### src/rtl/sr_pkg.sv
// Shared types for the speculation recovery controller.
// Assumes: nothing beyond IEEE 1800-2017.
package sr_pkg;

    // Recovery sequencer states
    typedef enum logic {
        SR_RUN  = 1'b0,   // normal execution, triggers accepted
        SR_WAIT = 1'b1    // rollback requested, awaiting completion
    } sr_state_e;

endpackage

### src/rtl/sr_interval_timer.sv
// Free-running checkpoint interval timer.
// Produces a one-cycle tick on the last cycle of every interval of
// CKPT_CYCLES clocks. Assumes CKPT_CYCLES >= 2.
module sr_interval_timer #(
    parameter int CKPT_CYCLES = 100000
) (
    input  logic clk,
    input  logic rst_n,
    output logic tick
);
    localparam int CW = $clog2(CKPT_CYCLES);
    localparam logic [CW-1:0] LAST = CW'(CKPT_CYCLES - 1);

    logic [CW-1:0] cyc_q;

    // Count clocks within the current interval, wrapping at the end
    always_ff @(posedge clk) begin
        if (!rst_n)           cyc_q <= '0;
        else if (cyc_q == LAST) cyc_q <= '0;
        else                  cyc_q <= cyc_q + 1'b1;
    end

    assign tick = (cyc_q == LAST);

endmodule

### src/rtl/sr_txn_watchdog.sv
// Per-processor transaction watchdog.
// Counts interval boundaries seen while a transaction is outstanding;
// flags a timeout once TIMEOUT_IVALS boundaries have passed without a
// completion. Assumes busy is held for the life of the transaction.
module sr_txn_watchdog #(
    parameter int TIMEOUT_IVALS = 3
) (
    input  logic clk,
    input  logic rst_n,
    input  logic tick,
    input  logic busy,
    input  logic done,
    input  logic clr,
    output logic timed_out
);
    localparam int WW = $clog2(TIMEOUT_IVALS + 1);
    localparam logic [WW-1:0] LIMIT = WW'(TIMEOUT_IVALS);

    logic [WW-1:0] ivals_q;

    // Interval count for the outstanding transaction, saturating at the limit
    always_ff @(posedge clk) begin
        if (!rst_n)                   ivals_q <= '0;
        else if (clr || !busy || done) ivals_q <= '0;
        else if (tick && ivals_q != LIMIT) ivals_q <= ivals_q + 1'b1;
    end

    assign timed_out = busy && (ivals_q == LIMIT);

endmodule

### src/rtl/sr_recovery_fsm.sv
// Recovery sequencer with forward-progress escalation.
// Issues one rollback pulse per accepted trigger, ignores triggers until
// completion, then applies routing-disable and slow-start holds and opens
// a recurrence window. All holds count interval ticks in normal state.
// Assumes recover_done answers each pulse exactly once.
module sr_recovery_fsm
    import sr_pkg::*;
#(
    parameter int ROUTE_HOLD_IVALS = 4,
    parameter int SLOW_HOLD_IVALS  = 8,
    parameter int RECUR_WIN_IVALS  = 16
) (
    input  logic clk,
    input  logic rst_n,
    input  logic tick,
    input  logic any_order,
    input  logic any_race,
    input  logic any_timeout,
    input  logic recover_done,
    output logic recover_req,
    output logic route_dis,
    output logic slow_mode,
    output logic wd_clr
);
    localparam int RW = $clog2(ROUTE_HOLD_IVALS + 1);
    localparam int SW = $clog2(SLOW_HOLD_IVALS + 1);
    localparam int WW = $clog2(RECUR_WIN_IVALS + 1);
    localparam logic [RW-1:0] ROUTE_LOAD = RW'(ROUTE_HOLD_IVALS);
    localparam logic [SW-1:0] SLOW_LOAD  = SW'(SLOW_HOLD_IVALS);
    localparam logic [WW-1:0] WIN_LOAD   = WW'(RECUR_WIN_IVALS);

    sr_state_e     state_q;
    logic          req_q;
    logic          order_cause_q;
    logic          recur_q;
    logic [RW-1:0] route_cnt_q;
    logic [SW-1:0] slow_cnt_q;
    logic [WW-1:0] win_cnt_q;
    logic          trigger;

    assign trigger = any_order || any_race || any_timeout;

    // Sequencer state, request pulse and captured cause of the recovery
    always_ff @(posedge clk) begin
        if (!rst_n) begin
            state_q       <= SR_RUN;
            req_q         <= 1'b0;
            order_cause_q <= 1'b0;
            recur_q       <= 1'b0;
        end else begin
            req_q <= 1'b0;
            case (state_q)
                SR_RUN: if (trigger) begin
                    state_q       <= SR_WAIT;
                    req_q         <= 1'b1;
                    order_cause_q <= any_order;
                    recur_q       <= (win_cnt_q != '0);
                end
                SR_WAIT: if (recover_done) state_q <= SR_RUN;
                default: state_q <= SR_RUN;
            endcase
        end
    end

    // Hold and window counters: load on completion, count down on ticks
    always_ff @(posedge clk) begin
        if (!rst_n) begin
            route_cnt_q <= '0;
            slow_cnt_q  <= '0;
            win_cnt_q   <= '0;
        end else if (state_q == SR_WAIT) begin
            if (recover_done) begin
                win_cnt_q <= WIN_LOAD;
                if (order_cause_q) route_cnt_q <= ROUTE_LOAD;
                if (recur_q)       slow_cnt_q  <= SLOW_LOAD;
            end
        end else if (tick) begin
            if (route_cnt_q != '0) route_cnt_q <= route_cnt_q - 1'b1;
            if (slow_cnt_q  != '0) slow_cnt_q  <= slow_cnt_q  - 1'b1;
            if (win_cnt_q   != '0) win_cnt_q   <= win_cnt_q   - 1'b1;
        end
    end

    assign recover_req = req_q;
    assign route_dis   = (route_cnt_q != '0);
    assign slow_mode   = (slow_cnt_q  != '0);
    assign wd_clr      = (state_q == SR_WAIT);

endmodule

### src/rtl/spec_recovery_ctrl.sv
// Speculation recovery and slow-start controller (top).
// Combines a shared interval timer, one watchdog per processor and the
// recovery sequencer. Drives the rollback pulse, the adaptive-routing
// disable and the outstanding-transaction limit.
// Assumes all inputs are synchronous to clk.
module spec_recovery_ctrl #(
    parameter int NUM_PROC         = 4,
    parameter int CKPT_CYCLES      = 100000,
    parameter int TIMEOUT_IVALS    = 3,
    parameter int ROUTE_HOLD_IVALS = 4,
    parameter int SLOW_HOLD_IVALS  = 8,
    parameter int RECUR_WIN_IVALS  = 16,
    parameter int MAX_OUTSTANDING  = 16,
    parameter int SLOW_LIMIT       = 1,
    localparam int LIMIT_W         = $clog2(MAX_OUTSTANDING + 1)
) (
    input  logic                clk,
    input  logic                rst_n,
    input  logic [NUM_PROC-1:0] txn_busy,
    input  logic [NUM_PROC-1:0] txn_done,
    input  logic [NUM_PROC-1:0] misspec_order,
    input  logic [NUM_PROC-1:0] misspec_race,
    input  logic                recover_done,
    output logic                recover_req,
    output logic                adaptive_route_dis,
    output logic [LIMIT_W-1:0]  txn_limit
);
    localparam logic [LIMIT_W-1:0] FULL_V = LIMIT_W'(MAX_OUTSTANDING);
    localparam logic [LIMIT_W-1:0] SLOW_V = LIMIT_W'(SLOW_LIMIT);

    logic                tick;
    logic                wd_clr;
    logic                slow_mode;
    logic                timeout_any;
    logic [NUM_PROC-1:0] timeout_vec;

    sr_interval_timer #(.CKPT_CYCLES(CKPT_CYCLES)) u_timer (
        .clk  (clk),
        .rst_n(rst_n),
        .tick (tick)
    );

    // One watchdog per processor
    for (genvar p = 0; p < NUM_PROC; p++) begin : g_wd
        sr_txn_watchdog #(.TIMEOUT_IVALS(TIMEOUT_IVALS)) u_wd (
            .clk      (clk),
            .rst_n    (rst_n),
            .tick     (tick),
            .busy     (txn_busy[p]),
            .done     (txn_done[p]),
            .clr      (wd_clr),
            .timed_out(timeout_vec[p])
        );
    end

    assign timeout_any = |timeout_vec;

    sr_recovery_fsm #(
        .ROUTE_HOLD_IVALS(ROUTE_HOLD_IVALS),
        .SLOW_HOLD_IVALS (SLOW_HOLD_IVALS),
        .RECUR_WIN_IVALS (RECUR_WIN_IVALS)
    ) u_fsm (
        .clk         (clk),
        .rst_n       (rst_n),
        .tick        (tick),
        .any_order   (|misspec_order),
        .any_race    (|misspec_race),
        .any_timeout (timeout_any),
        .recover_done(recover_done),
        .recover_req (recover_req),
        .route_dis   (adaptive_route_dis),
        .slow_mode   (slow_mode),
        .wd_clr      (wd_clr)
    );

    assign txn_limit = slow_mode ? SLOW_V : FULL_V;

endmodule

### config.mk
export PLATFORM = sky130hd
export DESIGN_NAME = spec_recovery_ctrl
export DESIGN_NICKNAME = d
export VERILOG_FILES = /design/src/rtl/sr_pkg.sv /design/src/rtl/sr_interval_timer.sv /design/src/rtl/sr_txn_watchdog.sv /design/src/rtl/sr_recovery_fsm.sv /design/src/rtl/spec_recovery_ctrl.sv
export SDC_FILE = /design/constraint.sdc
export NUM_CORES = 1
export LEC_CHECK = 0
export BUFFER_PORTS_ARGS = -buffer_cell sky130_fd_sc_hd__buf_4
export CORE_ASPECT_RATIO = 1.5
export CORE_MARGIN = 5
export CORE_UTILIZATION = 45
export CTS_CLUSTER_DIAMETER = 200
export DETAILED_ROUTE_END_ITERATION = 6
export PLACE_DENSITY = 0.72
export SYNTH_ARGS = -nofsm -noshare
export SYNTH_HDL_FRONTEND = slang
export SYNTH_SLANG_ARGS = --single-unit
### constraint.sdc
create_clock -name clk -period 4.1 [get_ports clk]
set_input_delay 0.205 -clock clk [delete_from_list [all_inputs] [get_ports clk]]
set_output_delay 0.205 -clock clk [all_outputs]
set_load 0.03 [all_outputs]
==> results of run 1 <==
-- worst min-delay path by stage --
stage	endpoint	cells after the start	slack, ps
2_1_floorplan	u_fsm.route_cnt_q[2]$_SDFFE_PN0P_	2	400
3_3_place_gp	u_timer.cyc_q[0]$_SDFF_PP0_	1	440
3_5_place_dp	u_timer.cyc_q[0]$_SDFF_PP0_	1	450
4_1_cts	g_wd[1].u_wd.ivals_q[1]$_SDFFE_PP0P_	4	230
5_1_grt	g_wd[1].u_wd.ivals_q[1]$_SDFFE_PP0P_	4	250
6_report	g_wd[0].u_wd.ivals_q[1]$_SDFFE_PP0P_	4	230
-- placed cells by master, fill, tap and decap left out, types with 3 or more instances in the layout --
cell type / n
buf_4: 22
inv_1: 10
or4b_1: 5
nor2_1: 17
nand2b_1: 6
clkbuf_8: 7
nand3_1: 18
dfxtp_1: 41
ha_1: 9
or4_1: 3
xnor2_1: 7
mux2i_1: 8
nor3b_1: 6
xor2_1: 6
nor4_1: 4
nor3_1: 8
nand2_1: 21
nand4_1: 6
o31ai_1: 4
a21oi_1: 5
conb_1: 3
o211ai_1: 8
-- power by group through the flow --
stage / sequential [mW] / clock, mW / combinational (mW)
2_1_floorplan: 0.420 / 0 / 0.0359
3_3_place_gp: 0.422 / 0 / 0.0529
3_5_place_dp: 0.423 / 0 / 0.0536
4_1_cts: 0.413 / 0.295 / 0.0539
5_1_grt: 0.415 / 0.309 / 0.0599
6_report: 0.413 / 0.284 / 0.0529
-- state kept, by name, summed over array words and instances (netlist names), 3 cells and up --
signal	flops
u_fsm.slow_cnt_q	4
u_fsm.win_cnt_q	5
u_fsm.route_cnt_q	3
g_wd.u_wd.ivals_q	8
u_timer.cyc_q	17
-- layout make-up --
cell class / count / share of cell area
Tap cell: 48 / 0.0255
Timing Repair Buffer: 22 / 0.0701
Sequential cell: 41 / 0.348
Inverter: 10 / 0.0159
Multi-Input combinational cell: 173 / 0.497
Clock inverter: 1 / 0.00212
Clock buffer: 7 / 0.0409
-- worst reg2reg max path, stage by stage, from the launching register on --
cell and delay [ps]:
dfxtp_1 370, ha_1 240, and4_4 280, nand4_2 530
or4b_1 720, a21oi_1 160
-- kinds of logic after synthesis --
logic type	Yosys count	share of synthesized area
AOI/OAI and AO/OA	31	0.106
adders and majority gates	9	0.0539
and+or+nand+nor	109	0.302
buffers and inverters	23	0.0503
xor gates and xnor gates	13	0.0545
other	1	0.00179
DFF	41	0.393
muxes	8	0.0383
-- metrics by stage --
step | instances | setup WS (ps)
floorplan | 237 | 2260
global placement | 294 | 1820
detailed placement | 294 | 1760
CTS | 302 | 1730
global route | 302 | 1500
finish | 302 | 1740
-- metal layers --
metal,up-vias,wire length [um],GRT usage
met3,2,111,0.0300
met4,0,33,0.0502
li1,889,-,-
met2,18,2130,0.272
met1,816,1680,0.167
met5,-,0,0
==> metrics.csv, run 1 <==
stage,metric,value,unit
run_status,status,"finished, final reports clean",
hold_path,Hold Crit Class,in2reg,
cts,Setup Buffers After CTS,0,
cts,Worst-Skew Late Latency,280,ps
setup_path,Critical Path Stages,5,
detailed_routing,DRT Pass-1 Iters,4,
yosys,most area-consuming cells after synthesis,"dfxtp_1 (39%), ha_1 (5.4%), nand3_1 (4.3%)",
detailed_routing,# DRC,0,
place,hpwl dp,2960,um
global_routing,largest net degree at the start of global routing,31,
global_routing,vias in the first global route,1740,
detailed_routing,remaining antenna violation count after routing,0,
place,placed cell area,2250,sq um
cts,CTS tree,done,
detailed_routing,Routed wire per std cell,13.1,um
yosys,Post-synth EDFFs,0,
layout,post-route cell area,2360,sq um
layout,Final nets,281,
cts,hold buffers post-CTS,0,
die,DIE HEIGHT,93.5,um
setup_path,Max Fanout on Critical Path,30,
layout,post-layout util,0.523,
setup_path,Worst Reg2Reg Path Length in Cells,5,
yosys,Synth Register Bits,41,
setup_path,"Critical Path, Cell by Cell",ha_1 > and4_4 > nand4_2 > or4b_1 > a21oi_1,
sta,Tcrit/Tclk final,0.575,
layout,area of the multi-input gates,1170,sq um
setup_path,Reg-to-Reg Start,u_timer.cyc_q[0]$_SDFF_PP0_,
setup_path,Startpoint Class,register,
detailed_routing,routed via count,1725,
setup_path,critical path required time,4320,ps
global_routing,GRT overflow,0,
layout,synthesis-to-finish area growth,12.8,%
setup_path,reg2reg setup slack,1740,ps
pwr,clock share of power,0.379,
detailed_routing,Detailed Route WL,3960,um
yosys,"Seq/Total Area, Yosys",0.393,
cts,root buffer cell,clkbuf_8,
sta,Hold WS,235,ps
cts,H-tree levels,2,
cts,CTS Buf Count,5,
yosys,Synth Instances,235,
yosys,mean area per synthesized cell,8.89,sq um
sta,Setup Viol. Count Final,0,
setup_path,Crit-path slowest cell,or4b_1,
layout,diode count,0,
layout,layout cell share with drive strength beyond 1,0.138,
sta,Hold Fails Final Rpt,0,
sta,worst rel slew slack,0.540,
pwr,Worst VDD drop,0.000228,V
pwr,switching power,0.170,mW
pwr,Cell Int Power,0.581,mW
yosys,Synth top cells by count,"dfxtp_1 (41), nand2_1 (21), nand3_1 (18), nor2_1 (17), inv_1 (10)",
setup_path,crit path kind,reg2reg,
pwr,Design Power,0.750,mW
yosys,Ys Warns,0,
yosys,Post-synth top flop,dfxtp_1,
place,Port Buf Inserts,22,
cts,post-CTS sizing,0,
cts,TritonCTS Sinks,41,
layout,FILL cells,440,
layout,storage element area,821,sq um
setup_path,slowest cell delay on critical path,710,ps
sta,Slew Limit Fails,0,
place,global placement routability congestion,0.838,
pwr,sequential share of power,0.551,
yosys,Synth async-reset ratio,0,
yosys,Post-Synthesis Cell Area,2090,sq um
yosys,post-synth top area cell,dfxtp_1,
sta,setup TNS,0,ps
die,Row Count,30,
sta,Fin Clk Skew,7.69,ps
setup_path,r2r endpoint,u_fsm.route_cnt_q[2]$_SDFFE_PN0P_,
global_routing,first-pass GRT wire length,7450,um
sta,Max Fclk,424,MHz
global_routing,initial antenna violation count,0,
pwr,LEAKAGE,0.900,nW
detailed_routing,number of DRC markers in iteration 0,61,
run,Max-Cap Viols,0,
yosys,Synth cell types,45,
yosys,most used standard cell by instance count after synthesis,dfxtp_1,
cts,clock slew at reported path FFs,80,ps
hold_path,hold wc startpoint,txn_done[0],
setup_path,Setup crit end kind,register,
cts,worst-case clock buffer depth,2,
die,die area,6130,sq um
sta,RSZ-0062 raised after global routing,false,
die,Horiz. Die Dim,65.6,um
pwr,combinational share of power,0.071,
setup_path,CP arrival,2580,ps
sta,Tmin final,2360,ps
die,Top Ports,26,
die,core area,4500,sq um
pwr,PwrDens,319,nW/um^2
setup_path,worst setup path startpoint,u_timer.cyc_q[0]$_SDFF_PP0_,
setup_path,crit path to,u_fsm.route_cnt_q[2]$_SDFFE_PN0P_,
setup_path,"CP delay by family, top",simple AND/OR/NAND/NOR gates,
pwr,Net Sw Frac,0.226,
sta,Worst-Margin Slew,688,ps
setup_path,WP buf/inv,0,
yosys,Yosys top cell area share,0.393,
global_routing,Tot GR Track Use,0.149,
die,initial core utilization,0.464,
detailed_routing,vias per cell,5.71,
No activity file was read; power rests on OpenSTA's default activity.
==> run 2, diff against run 1 <==
--- a/config.mk
+++ b/config.mk
@@ -11,7 +11,7 @@
 export CORE_UTILIZATION = 45
 export CTS_CLUSTER_DIAMETER = 200
 export DETAILED_ROUTE_END_ITERATION = 6
-export PLACE_DENSITY = 0.72
+export PLACE_DENSITY = 0.75
 export SYNTH_ARGS = -nofsm -noshare
 export SYNTH_HDL_FRONTEND = slang
 export SYNTH_SLANG_ARGS = --single-unit
==> constraint.sdc (replaced) <==
create_clock -name clk -period 1.9 [get_ports clk]
set_input_delay 0.095 -clock clk [delete_from_list [all_inputs] [get_ports clk]]
set_output_delay 0.095 -clock clk [all_outputs]
set_load 0.03 [all_outputs]
==> run 2 against run 1 <==
Critical path depth grew 1. Maximum frequency grew 32%. Final area grew 6.7%. Combinational power grew to 2.6 times the previous value. Worst hold slack lost 110 ps.
==> metrics.csv, run 2 (synthesized netlist as in run 1, its figures left out) <==
stage,metric,value,unit,change
sta,Hold Fails Final Rpt,0,,unchanged
pwr,Net Sw Frac,0.238,,+0.0118
cts,clock slew at reported path FFs,70,ps,about the same
cts,Worst-Skew Late Latency,290,ps,about the same
pwr,LEAKAGE,1.01,nW,+12%
detailed_routing,remaining antenna violation count after routing,0,,unchanged
setup_path,Worst Reg2Reg Path Length in Cells,6,,+1
run,Max-Cap Viols,0,,unchanged
setup_path,critical path required time,2120,ps,-2200 ps
cts,root buffer cell,clkbuf_8,,
global_routing,initial antenna violation count,0,,unchanged
layout,biggest regs,"u_timer.cyc_q (17), g_wd.u_wd.ivals_q (8), u_fsm.win_cnt_q (5)",,
layout,synthesis-to-finish area growth,20.3,%,
layout,post-layout util,0.558,,+0.0350
place,placed cell count,315,,+7.1%
pwr,Design Power,1.55,mW,+110%
cts,Setup Buffers After CTS,0,,unchanged
layout,area of the multi-input gates,1180,sq um,+1.2%
cts,worst-case clock buffer depth,2,,unchanged
cts,CTS tree,done,,
global_routing,vias in the first global route,1829,,+5.1%
detailed_routing,DRT Pass-1 Iters,4,,unchanged
sta,Hold WS,128,ps,-107 ps
pwr,Worst VDD drop,0.000469,V,+110%
pwr,combinational share of power,0.091,,+0.020
cts,H-tree levels,2,,unchanged
pwr,clock share of power,0.338,,-0.041
layout,layout cell share with drive strength beyond 1,0.205,,+0.0673
place,placed cell area,2420,sq um,+7.5%
cts,TritonCTS Sinks,41,,unchanged
sta,Worst-Margin Slew,553,ps,-135 ps
die,Horiz. Die Dim,65.6,um,unchanged
sta,RSZ-0062 raised after global routing,false,,
hold_path,Hold Crit Class,in2reg,,
setup_path,crit path kind,reg2reg,,
pwr,switching power,0.368,mW,+120%
place,Port Buf Inserts,22,,unchanged
detailed_routing,Detailed Route WL,4420,um,+12%
global_routing,largest net degree at the start of global routing,27,,-13%
sta,Setup WS post-layout,107,ps,-1640 ps
detailed_routing,number of DRC markers in iteration 0,87,,+43%
sta,Tmin final,1790,ps,-565 ps
die,core area,4500,sq um,unchanged
sta,Slew Limit Fails,0,,unchanged
pwr,PwrDens,616,nW/um^2,+93%
layout,storage element area,822,sq um,+0.15%
layout,Final nets,302,,+7.5%
setup_path,Setup crit end kind,register,,
global_routing,GRT overflow,0,,unchanged
sta,Fin Clk Skew,5.62,ps,-2.07 ps
pwr,Cell Int Power,1.18,mW,+100%
layout,FILL cells,420,,-4.5%
sta,Max Fclk,558,MHz,+32%
cts,hold buffers post-CTS,0,,unchanged
sta,Tcrit/Tclk final,0.944,,+0.369
sta,Setup Viol. Count Final,0,,unchanged
run_status,status,"finished, final reports clean",,
setup_path,Startpoint Class,register,,
place,worst slack at placement,47.1,ps,-1710 ps
detailed_routing,Routed wire per std cell,13.8,um,+5.2%
sta,worst rel slew slack,0.629,,+0.0885
place,hpwl dp,3420,um,+15%
global_routing,first-pass GRT wire length,7670,um,+3.0%
sta,setup TNS,0,ps,unchanged
layout,Top reg by flops,u_timer.cyc_q,,
die,initial core utilization,0.464,,unchanged
layout,"most common cell after layout, fill and taps aside",buf_4,,
place,global placement routability congestion,0.871,,+3.9%
global_routing,Tot GR Track Use,0.158,,+0.00866
die,die area,6130,sq um,unchanged
die,DIE HEIGHT,93.5,um,unchanged
die,Top Ports,26,,unchanged
cts,post-CTS sizing,0,,unchanged
detailed_routing,routed via count,1817,,+5.3%
hold_path,worst hold stages,3,,-1
die,Row Count,30,,unchanged
layout,Largest register FFs,17,,unchanged
detailed_routing,# DRC,0,,unchanged
setup_path,CP arrival,2010,ps,-570 ps
layout,"commonest cells after routing, fill and taps aside","buf_4 (42), dfxtp_1 (40), nand2_1 (21)",,
cts,CTS Buf Count,5,,unchanged
layout,Layout Cells excl Fill,321,,+6.3%
layout,post-route cell area,2510,sq um,+6.7%
detailed_routing,vias per cell,5.66,,-0.90%
setup_path,Max Fanout on Critical Path,7,,-77%
pwr,sequential share of power,0.571,,+0.020
layout,diode count,0,,unchanged
==> run 2: layout make-up <==
type,count,share of cell area
clock buffer,5,0.0274
timing repair buffer,43,0.133
clock inverter,1,0.00199
sequential,41,0.327
inverter,10,0.0149
tap,48,0.0239
multi-input combinational,173,0.471
==> run 2: power groups by stage <==
stage	Clock (mW)	Combinational [mW]	Sequential (mW)
6_report	0.524	0.140	0.884
5_1_grt	0.587	0.154	0.885
4_1_cts	0.539	0.140	0.883
3_5_place_dp	0	0.140	0.903
3_3_place_gp	0	0.137	0.903
2_1_floorplan	0	0.0775	0.905
==> run 2: routing by layer <==
layer | share of wire | GRT usage | vias to the layer above
met5 | 0 | 0 | -
met4 | 0.024 | 0.0709 | 0
met3 | 0.028 | 0.0409 | 11
met1 | 0.38 | 0.154 | 854
li1 | - | - | 925
met2 | 0.56 | 0.299 | 27
==> run 2: critical path, stage by stage (launching register included) <==
cell,delay [ps]
dfxtp_1,360
ha_1,170
and4_4,270
nand4_4,110
buf_4,200
or4_1,460
a21oi_1,160
==> run 2: path summary, 6_finish.rpt <==
kind / end / from / slack [ps]
hold / removal: u_fsm.order_cause_q$_SDFFE_PN0P_ / misspec_order[2] / 130
hold reg to reg: u_timer.cyc_q[0]$_SDFF_PP0_ / u_timer.cyc_q[0]$_SDFF_PP0_ / 440
setup / recovery: u_fsm.slow_cnt_q[3]$_SDFFE_PN0P_ / u_timer.cyc_q[1]$_SDFF_PP0_ / 110
setup reg to reg: u_fsm.slow_cnt_q[3]$_SDFFE_PN0P_ / u_timer.cyc_q[1]$_SDFF_PP0_ / 110
